[config.mk]
export PLATFORM = sky130hd
export DESIGN_NAME = mdio_scan_master
export DESIGN_NICKNAME = d
export VERILOG_FILES = /design/src/rtl/mdio_pkg.sv /design/src/rtl/mdio_tick_gen.sv /design/src/rtl/mdio_frame_engine.sv /design/src/rtl/mdio_phy_sweep.sv /design/src/rtl/mdio_scan_master.sv
export SDC_FILE = /design/constraint.sdc
export NUM_CORES = 1
export LEC_CHECK = 0
export BUFFER_PORTS_ARGS = -buffer_cell sky130_fd_sc_hd__buf_4
export CORE_ASPECT_RATIO = 1.75
export CORE_MARGIN = 2
export CORE_UTILIZATION = 54
export DETAILED_ROUTE_END_ITERATION = 8
export HOLD_SLACK_MARGIN = 0.15
export PLACE_DENSITY_LB_ADDON = 0.08
export SETUP_SLACK_MARGIN = 0.02
export SLEW_MARGIN = 20
export SYNTH_ARGS = -nofsm -noshare
export SYNTH_HDL_FRONTEND = slang
export SYNTH_SLANG_ARGS = --single-unit
[constraint.sdc]
create_clock -name clk_i -period 6.8 [get_ports clk_i]
set_clock_uncertainty 0.2 [all_clocks]
set_input_delay 1.36 -clock clk_i [delete_from_list [all_inputs] [get_ports clk_i]]
set_output_delay 1.36 -clock clk_i [all_outputs]
set_load 0.01 [all_outputs]
[src/rtl/mdio_pkg.sv]
package mdio_pkg;

  typedef enum logic [1:0] {
    OP_READ  = 2'b00,
    OP_WRITE = 2'b01,
    OP_SWEEP = 2'b10,
    OP_SWALT = 2'b11
  } mdio_op_e;

  localparam int unsigned ADDR_W = 5;
  localparam int unsigned REG_W  = 5;

  // identifier word acceptance rule for discovery
  function automatic logic id_word_ok(input logic [15:0] v);
    return (v != 16'h0000) && (v != 16'hFFFF) && (v != 16'h8000);
  endfunction

endpackage

[src/rtl/mdio_tick_gen.sv]
module mdio_tick_gen #(
  parameter int unsigned HALF_DIV = 2
) (
  input  logic clk_i,
  input  logic rst_ni,
  input  logic en_i,
  output logic tick_o
);
  localparam int unsigned CW = (HALF_DIV > 1) ? $clog2(HALF_DIV) : 1;
  localparam logic [CW-1:0] CNT_MAX = CW'(HALF_DIV - 1);

  logic [CW-1:0] cnt_q, cnt_n;

  assign tick_o = en_i && (cnt_q == CNT_MAX);

  always_comb begin
    cnt_n = cnt_q;
    if (!en_i)       cnt_n = '0;
    else if (tick_o) cnt_n = '0;
    else             cnt_n = cnt_q + 1'b1;
  end

  always_ff @(posedge clk_i or negedge rst_ni) begin
    if (!rst_ni) cnt_q <= '0;
    else         cnt_q <= cnt_n;
  end

  generate
    if (HALF_DIV > 1) begin : g_gap

      tick_spacing_chk: assert property (@(posedge clk_i) disable iff (!rst_ni)
        tick_o |=> !tick_o);
    end
  endgenerate

endmodule

[src/rtl/mdio_frame_engine.sv]
module mdio_frame_engine #(
  parameter int unsigned PRE_LEN = 32,
  parameter int unsigned DW      = 16
) (
  input  logic          clk_i,
  input  logic          rst_ni,
  input  logic          start_i,
  input  logic          wr_i,
  input  logic [4:0]    phy_i,
  input  logic [4:0]    reg_i,
  input  logic [DW-1:0] wdata_i,
  input  logic          tick_i,
  input  logic          mdio_i,
  output logic          run_o,
  output logic          done_o,
  output logic [DW-1:0] rdata_o,
  output logic          mdc_o,
  output logic          mdo_o,
  output logic          mdoe_o
);
  // frame layout: preamble, start(2), op(2), addr(5), reg(5), turnaround(2), data, tail(1)
  localparam int unsigned I_TA = PRE_LEN + 14;
  localparam int unsigned FL   = I_TA + 2 + DW + 1;
  localparam int unsigned IW   = $clog2(FL);

  logic          run_q, run_n;
  logic          ph_q, ph_n;
  logic          wr_q, wr_n;
  logic [IW-1:0] idx_q, idx_n;
  logic [FL-1:0] tx_q, tx_n, oe_q, oe_n;
  logic [DW-1:0] rx_q, rx_n;
  logic          done_q, done_n;
  logic          mdc_q, mdo_q, mdoe_q;
  logic [FL-1:0] frame_tx, frame_oe;
  logic [IW-1:0] last_idx;

  assign frame_tx = {{PRE_LEN{1'b1}}, 2'b01,
                     (wr_i ? 2'b01 : 2'b10),
                     phy_i, reg_i,
                     (wr_i ? 2'b10 : 2'b00),
                     (wr_i ? wdata_i : {DW{1'b0}}),
                     1'b0};
  assign frame_oe = wr_i ? {{(FL-1){1'b1}}, 1'b0}
                         : {{I_TA{1'b1}}, {(FL-I_TA){1'b0}}};
  assign last_idx = wr_q ? IW'(FL - 1) : IW'(FL - 2);

  always_comb begin
    run_n  = run_q;
    ph_n   = ph_q;
    wr_n   = wr_q;
    idx_n  = idx_q;
    tx_n   = tx_q;
    oe_n   = oe_q;
    rx_n   = rx_q;
    done_n = 1'b0;
    if (!run_q) begin
      if (start_i) begin
        run_n = 1'b1;
        ph_n  = 1'b0;
        wr_n  = wr_i;
        idx_n = '0;
        tx_n  = frame_tx;
        oe_n  = frame_oe;
      end
    end else if (tick_i) begin
      if (!ph_q) begin
        ph_n = 1'b1;
      end else begin
        rx_n = {rx_q[DW-2:0], mdio_i};
        ph_n = 1'b0;
        if (idx_q == last_idx) begin
          run_n  = 1'b0;
          done_n = 1'b1;
        end else begin
          idx_n = idx_q + 1'b1;
          tx_n  = {tx_q[FL-2:0], 1'b0};
          oe_n  = {oe_q[FL-2:0], 1'b0};
        end
      end
    end
  end

  always_ff @(posedge clk_i or negedge rst_ni) begin
    if (!rst_ni) begin
      run_q  <= 1'b0;
      ph_q   <= 1'b0;
      wr_q   <= 1'b0;
      idx_q  <= '0;
      tx_q   <= '0;
      oe_q   <= '0;
      rx_q   <= '0;
      done_q <= 1'b0;
      mdc_q  <= 1'b0;
      mdo_q  <= 1'b0;
      mdoe_q <= 1'b0;
    end else begin
      run_q  <= run_n;
      ph_q   <= ph_n;
      wr_q   <= wr_n;
      idx_q  <= idx_n;
      tx_q   <= tx_n;
      oe_q   <= oe_n;
      rx_q   <= rx_n;
      done_q <= done_n;
      mdc_q  <= run_n & ph_n;
      mdo_q  <= run_n & oe_n[FL-1] & tx_n[FL-1];
      mdoe_q <= run_n & oe_n[FL-1];
    end
  end

  assign run_o   = run_q;
  assign done_o  = done_q;
  assign rdata_o = rx_q;
  assign mdc_o   = mdc_q;
  assign mdo_o   = mdo_q;
  assign mdoe_o  = mdoe_q;


  mdo_low_phase_chk: assert property (@(posedge clk_i) disable iff (!rst_ni)
    !$stable(mdo_q) |-> !mdc_q);

  idle_pins_chk: assert property (@(posedge clk_i) disable iff (!rst_ni)
    !run_q |-> (!mdc_q && !mdo_q && !mdoe_q));

  frame_end_done_chk: assert property (@(posedge clk_i) disable iff (!rst_ni)
    $fell(run_q) |-> done_q);

endmodule

[src/rtl/mdio_phy_sweep.sv]
module mdio_phy_sweep import mdio_pkg::*; #(
  parameter int unsigned DW        = 16,
  parameter int unsigned ID_HI_REG = 2,
  parameter int unsigned ID_LO_REG = 3
) (
  input  logic              clk_i,
  input  logic              rst_ni,
  input  logic              start_i,
  input  logic              eng_done_i,
  input  logic [DW-1:0]     eng_rdata_i,
  output logic              issue_o,
  output logic [ADDR_W-1:0] addr_o,
  output logic [REG_W-1:0]  reg_o,
  output logic              done_o,
  output logic              found_o,
  output logic [ADDR_W-1:0] found_addr_o
);
  typedef enum logic [1:0] {SW_IDLE, SW_ID1, SW_ID2} sw_state_e;
  localparam logic [ADDR_W-1:0] ADDR_MAX = '1;

  sw_state_e         st_q, st_n;
  logic [ADDR_W-1:0] addr_q, addr_n, faddr_q, faddr_n;
  logic [15:0]       id1_q, id1_n;
  logic              issue_q, issue_n, done_q, done_n, found_q, found_n;

  always_comb begin
    st_n    = st_q;
    addr_n  = addr_q;
    id1_n   = id1_q;
    issue_n = 1'b0;
    done_n  = 1'b0;
    found_n = found_q;
    faddr_n = faddr_q;
    case (st_q)
      SW_IDLE: if (start_i) begin
        addr_n  = '0;
        found_n = 1'b0;
        faddr_n = '0;
        st_n    = SW_ID1;
        issue_n = 1'b1;
      end
      SW_ID1: if (eng_done_i) begin
        id1_n   = eng_rdata_i[15:0];
        st_n    = SW_ID2;
        issue_n = 1'b1;
      end
      SW_ID2: if (eng_done_i) begin
        if (id_word_ok(id1_q) && id_word_ok(eng_rdata_i[15:0])) begin
          found_n = 1'b1;
          faddr_n = addr_q;
          done_n  = 1'b1;
          st_n    = SW_IDLE;
        end else if (addr_q == ADDR_MAX) begin
          done_n = 1'b1;
          st_n   = SW_IDLE;
        end else begin
          addr_n  = addr_q + 1'b1;
          st_n    = SW_ID1;
          issue_n = 1'b1;
        end
      end
      default: st_n = SW_IDLE;
    endcase
  end

  always_ff @(posedge clk_i or negedge rst_ni) begin
    if (!rst_ni) begin
      st_q    <= SW_IDLE;
      addr_q  <= '0;
      id1_q   <= '0;
      issue_q <= 1'b0;
      done_q  <= 1'b0;
      found_q <= 1'b0;
      faddr_q <= '0;
    end else begin
      st_q    <= st_n;
      addr_q  <= addr_n;
      id1_q   <= id1_n;
      issue_q <= issue_n;
      done_q  <= done_n;
      found_q <= found_n;
      faddr_q <= faddr_n;
    end
  end

  assign issue_o      = issue_q;
  assign addr_o       = addr_q;
  assign reg_o        = (st_q == SW_ID2) ? REG_W'(ID_LO_REG) : REG_W'(ID_HI_REG);
  assign done_o       = done_q;
  assign found_o      = found_q;
  assign found_addr_o = faddr_q;


  addr_ascend_chk: assert property (@(posedge clk_i) disable iff (!rst_ni)
    (st_q != SW_IDLE) && $past(st_q != SW_IDLE) |-> addr_q >= $past(addr_q));

  found_at_done_chk: assert property (@(posedge clk_i) disable iff (!rst_ni)
    $rose(found_q) |-> done_q);

  miss_last_addr_chk: assert property (@(posedge clk_i) disable iff (!rst_ni)
    (done_q && !found_q) |-> addr_q == ADDR_MAX);

endmodule

[src/rtl/mdio_scan_master.sv]
module mdio_scan_master import mdio_pkg::*; #(
  parameter int unsigned HALF_DIV  = 2,
  parameter int unsigned PRE_LEN   = 32,
  parameter int unsigned DW        = 16,
  parameter int unsigned ID_HI_REG = 2,
  parameter int unsigned ID_LO_REG = 3
) (
  input  logic          clk_i,
  input  logic          rst_ni,
  input  logic          req_valid_i,
  input  logic [1:0]    req_op_i,
  input  logic [4:0]    req_phy_i,
  input  logic [4:0]    req_reg_i,
  input  logic [DW-1:0] req_wdata_i,
  output logic          busy_o,
  output logic          done_o,
  output logic [DW-1:0] rdata_o,
  output logic          found_o,
  output logic [4:0]    found_phy_o,
  output logic          mdc_o,
  output logic          mdio_o,
  output logic          mdio_oe_o,
  input  logic          mdio_i
);
  logic [1:0] rst_sync_q;
  logic       rst_s;

  always_ff @(posedge clk_i or negedge rst_ni) begin
    if (!rst_ni) rst_sync_q <= 2'b00;
    else         rst_sync_q <= {rst_sync_q[0], 1'b1};
  end
  assign rst_s = rst_sync_q[1];

  logic          busy_q, busy_n, done_q, done_n;
  logic [1:0]    op_q, op_n;
  logic [DW-1:0] rdata_q, rdata_n;
  logic          accept, sweep_mode, host_fin;

  logic          eng_start, eng_wr, eng_run, eng_done, tick;
  logic [4:0]    eng_phy, eng_reg;
  logic [DW-1:0] eng_rdata;
  logic          sw_issue, sw_done, sw_found;
  logic [4:0]    sw_addr, sw_reg, sw_faddr;

  assign accept     = req_valid_i && !busy_q;
  assign sweep_mode = busy_q && op_q[1];
  assign host_fin   = eng_done && busy_q && !op_q[1];

  assign eng_start = (accept && !req_op_i[1]) || sw_issue;
  assign eng_wr    = sweep_mode ? 1'b0    : req_op_i[0];
  assign eng_phy   = sweep_mode ? sw_addr : req_phy_i;
  assign eng_reg   = sweep_mode ? sw_reg  : req_reg_i;

  mdio_tick_gen #(.HALF_DIV(HALF_DIV)) u_tick (
    .clk_i  (clk_i),
    .rst_ni (rst_s),
    .en_i   (eng_run),
    .tick_o (tick)
  );

  mdio_frame_engine #(.PRE_LEN(PRE_LEN), .DW(DW)) u_eng (
    .clk_i   (clk_i),
    .rst_ni  (rst_s),
    .start_i (eng_start),
    .wr_i    (eng_wr),
    .phy_i   (eng_phy),
    .reg_i   (eng_reg),
    .wdata_i (req_wdata_i),
    .tick_i  (tick),
    .mdio_i  (mdio_i),
    .run_o   (eng_run),
    .done_o  (eng_done),
    .rdata_o (eng_rdata),
    .mdc_o   (mdc_o),
    .mdo_o   (mdio_o),
    .mdoe_o  (mdio_oe_o)
  );

  mdio_phy_sweep #(.DW(DW), .ID_HI_REG(ID_HI_REG), .ID_LO_REG(ID_LO_REG)) u_sweep (
    .clk_i        (clk_i),
    .rst_ni       (rst_s),
    .start_i      (accept && req_op_i[1]),
    .eng_done_i   (eng_done && sweep_mode),
    .eng_rdata_i  (eng_rdata),
    .issue_o      (sw_issue),
    .addr_o       (sw_addr),
    .reg_o        (sw_reg),
    .done_o       (sw_done),
    .found_o      (sw_found),
    .found_addr_o (sw_faddr)
  );

  always_comb begin
    busy_n  = busy_q;
    op_n    = op_q;
    rdata_n = rdata_q;
    done_n  = 1'b0;
    if (accept) begin
      busy_n = 1'b1;
      op_n   = req_op_i;
    end else if (host_fin || (sw_done && busy_q)) begin
      busy_n = 1'b0;
      done_n = 1'b1;
      if (host_fin && !op_q[0]) rdata_n = eng_rdata;
    end
  end

  always_ff @(posedge clk_i or negedge rst_s) begin
    if (!rst_s) begin
      busy_q  <= 1'b0;
      op_q    <= OP_READ;
      rdata_q <= '0;
      done_q  <= 1'b0;
    end else begin
      busy_q  <= busy_n;
      op_q    <= op_n;
      rdata_q <= rdata_n;
      done_q  <= done_n;
    end
  end

  assign busy_o      = busy_q;
  assign done_o      = done_q;
  assign rdata_o     = rdata_q;
  assign found_o     = sw_found;
  assign found_phy_o = sw_faddr;


  done_single_chk: assert property (@(posedge clk_i) disable iff (!rst_s)
    done_q |=> !done_q);

  done_idle_chk: assert property (@(posedge clk_i) disable iff (!rst_s)
    done_q |-> !busy_q);

  busy_from_req_chk: assert property (@(posedge clk_i) disable iff (!rst_s)
    $rose(busy_q) |-> $past(req_valid_i));

  idle_bus_chk: assert property (@(posedge clk_i) disable iff (!rst_s)
    !busy_q |-> (!mdc_o && !mdio_oe_o));

endmodule

==> flow_summary.yaml <==
status:
  outcome: "finished clean"
synthesis:
  async_flop_share_pct: 100
  synth_top_cells_by_area: "dfrtp_1, nand2_1, nand3_1"
  avgSynthCellArea_um2: 10.5
  synth-seq-area-share_pct: 60.4
  netlist_area_mm2: 0.00878
  synth_cell_type_count: 50
  ys.flop_type: "dfrtp_1"
  yosys.cell_count.top_type: "nand2_1"
  synthCells: 834
  yosysTopAreaCell: "dfrtp_1"
  ys_ff_latch: 212
  ys_warn_count: 0
  synth_fp_nets: 869
  netlist_top_cells_count: "nand2_1, dfrtp_1, nand3_1"
  synth_edf_count: 0
  synth_top_area_share_pct: 60.4
timing:
  tightestPinTransition_ns: 1.06
  slew_headroom_pct: 28.8
  rsz0062_at_grt: "false"
  setup-tns-final_ns: 0
  holdWs_ns: 0.158
  setup_violations: 0
  finalHoldViolCount: 0
  post-route-min-period_ns: 3.32
  finalCritPeriodShare_pct: 48.8
  maxSlewViolCount: 0
  fmax_ghz: 0.301
pwr:
  leakagePower_nw: 5.01
  powerDensity_mw_per_mm2: 389
  power.total_mw: 3.89
  vdd_drop_max_v: 0.000246
finish:
  layout-drive-gt1-share_pct: 19.1
  final_nets: 902
  num_antenna_cells: 0
  fin_cells: 1069
  syn_to_final_growth_pct: 13.8
floorplan:
  rows: 61
  pin_count: 59
  die_w_um: 100
  start_util_pct: 55.3
  dieArea_mm2: 0.0173
  coreArea_mm2: 0.0159
  die_y_um: 173
critical_path:
  path_max_fanout: 52
  rrSetupSlack_ns: 3.48
  critPathLaunch: "u_eng.run_o"
  reg2reg_to: "u_eng.idx_q[3]"
  arrival_ns: 3.48
  ff2ff_path_depth: 6
  crit_path_end: "u_eng.idx_q[3]"
  cp-end-kind: "register"
  startpoint_type: "register"
  path_class: "register to register"
  cp.required_ns: 6.96
  regToRegStartpoint: "u_eng.run_o"
placed_design:
  dp_cells: 1030
  dp_hpwl_um: 10900
  io_buffer_count: 58
  place_congestion: 0.835
global_routing:
  antenna_found_initial: 0
  grt_pass1_vias: 6221
  track_usage_pct: 20.9
  grt_max_degree: 178
  grt-ovfl-total: 0
  grt_pass1_wl_um: 30200
route:
  vias_per_cell: 5.73
  num_vias: 6126
  wl_per_cell_um: 16.4
  drc: 0
  routed_wirelength_um: 17600
  first_pass_iters: 4
  final_antenna_net_count: 0
  drt_iter0_drc: 382
clocking:
  cts_buffers: 20
  clock-sinks: 212
  postCtsSetupRepairBufs: 0
  cts_max_level: 1
  path_clk_slew_ns: 0.06
  cts_tree: "done"
  clk_latency_ns: 0.49
  cts_root_buf: "clkbuf_16"
  clk_path_buf_depth: 3
flow_run:
  cap_violations: 0
worst_hold_path:
  hold_class: "register to register"
## metrics by stage
step / setup WS (ns) / util (%) / instance area [um2]
CTS: 2.95 / 62.8 / 9970
finish: 3.48 / 63.0 / 10000
global placement: 3.05 / 58.6 / 9310
floorplan: 0.255 / - / 8780
detailed placement: 2.96 / 58.6 / 9310
global route: 3.19 / 63.0 / 10000
## cell usage in the layout, fill, tap and decap left out, types with 3 or more instances in the layout
master     synthesis  layout
mux2_2            50      50
a21oi_1           13      13
clkbuf_1          29       5
or3_1              4       3
and2_1             3       3
o21ai_0            3       3
inv_1              7       7
nand2b_1           4       4
nor4_2             4       4
a22o_1             3       3
a21bo_2            3       3
a32oi_1           15      15
a21o_1             6       6
ha_1               3       3
mux2i_1            6       6
nor3_1             4       4
nand3_1          124     124
clkbuf_16          0      21
nand2_1          236     236
nor2_1             8       8
nor2b_1            3       3
dfrtp_1          212     211
clkinv_2           0       5
nand4_1           14      14
and3_1             5       5
nor4_1             9       9
buf_4              5      64
a221o_1           11      11
## repair_timing
action	CTS	global route
hold endpoints to repair	33	0
hold buffers	2	0
resized for setup	0	0
## cell type report
| type | instances | area (um2) |
|---|---|---|
| Fill cell | 1285 | 5880 |
| Clock buffer | 28 | 572 |
| Clock inverter | 7 | 63.8 |
| Timing Repair Buffer | 69 | 557 |
| Multi-Input combinational cell | 557 | 3230 |
| Tap cell | 189 | 236 |
| Sequential cell | 212 | 5310 |
| Inverter | 7 | 26.3 |
## state kept, by name, summed over array words and instances, names as in the netlist, 2 cells and up
name / cells
u_eng.idx_q: 7
u_sweep.id1_q: 16
op_q: 2
u_sweep.addr_o: 5
u_eng.tx_q: 64
rst_sync_q: 2
u_sweep.st_q: 2
u_eng.oe_q: 64
rdata_o: 16
u_sweep.found_addr_o: 5
u_eng.rdata_o: 16
## how the worst min path moves through the flow
stage	slack, ns	endpoint	from	depth (start not counted)
after floorplan	0.13	rst_sync_q[1]	rst_sync_q[0]	0
after global routing	0.17	rst_sync_q[1]	rst_sync_q[0]	0
final	0.16	rst_sync_q[1]	rst_sync_q[0]	0
after detailed placement	0.09	u_sweep.st_q[1]	rst_sync_q[1]	0
after CTS	0.16	rst_sync_q[1]	rst_sync_q[0]	0
after global placement	0.08	u_sweep.st_q[1]	rst_sync_q[1]	0
## logic make-up (layout without fill, tap and decap cells)
group                      count (synthesis)  in the layout  share of synthesized area (%)
muxes                                     56             56                           7.09
adders and majority gates                  3              3                          0.427
xor gates and xnor gates                   1              1                         0.0997
AOI/OAI and AO/OA                         67             67                           6.24
DFF                                      212            212                           60.4
and+or+nand+nor                          429            429                           22.4
buffers and inverters                     65            111                           3.28
other                                      1              1                         0.0427
## metal layers
| metal | track usage [%] | wire, um | vias to the layer above |
|---|---|---|---|
| met1 | 26.8 | 6960 | 3057 |
| met2 | 36.8 | 9620 | 108 |
| li1 | - | - | 2933 |
| met5 | 0 | 0 | - |
| met3 | 2.83 | 580 | 28 |
| met4 | 6.16 | 391 | 0 |
## where the power goes
group          internal [mW]  total (mW)  leakage [nW]  switching [mW]
clock network          0.626        1.09         0.317           0.460
logic                  0.379       0.828          2.00           0.449
registers               1.69        1.98          2.70           0.285
total                   2.70        3.89          5.01            1.19
## worst max-delay path, cell delays in order (launching register included)
cell,delay [ns]
dfrtp_1,0.47
nand3_1,0.78
nor3_4,0.70
buf_8,0.24
buf_4,0.45
nand4_1,0.18
mux2i_1,0.14
(Power assumes the default switching activity.)
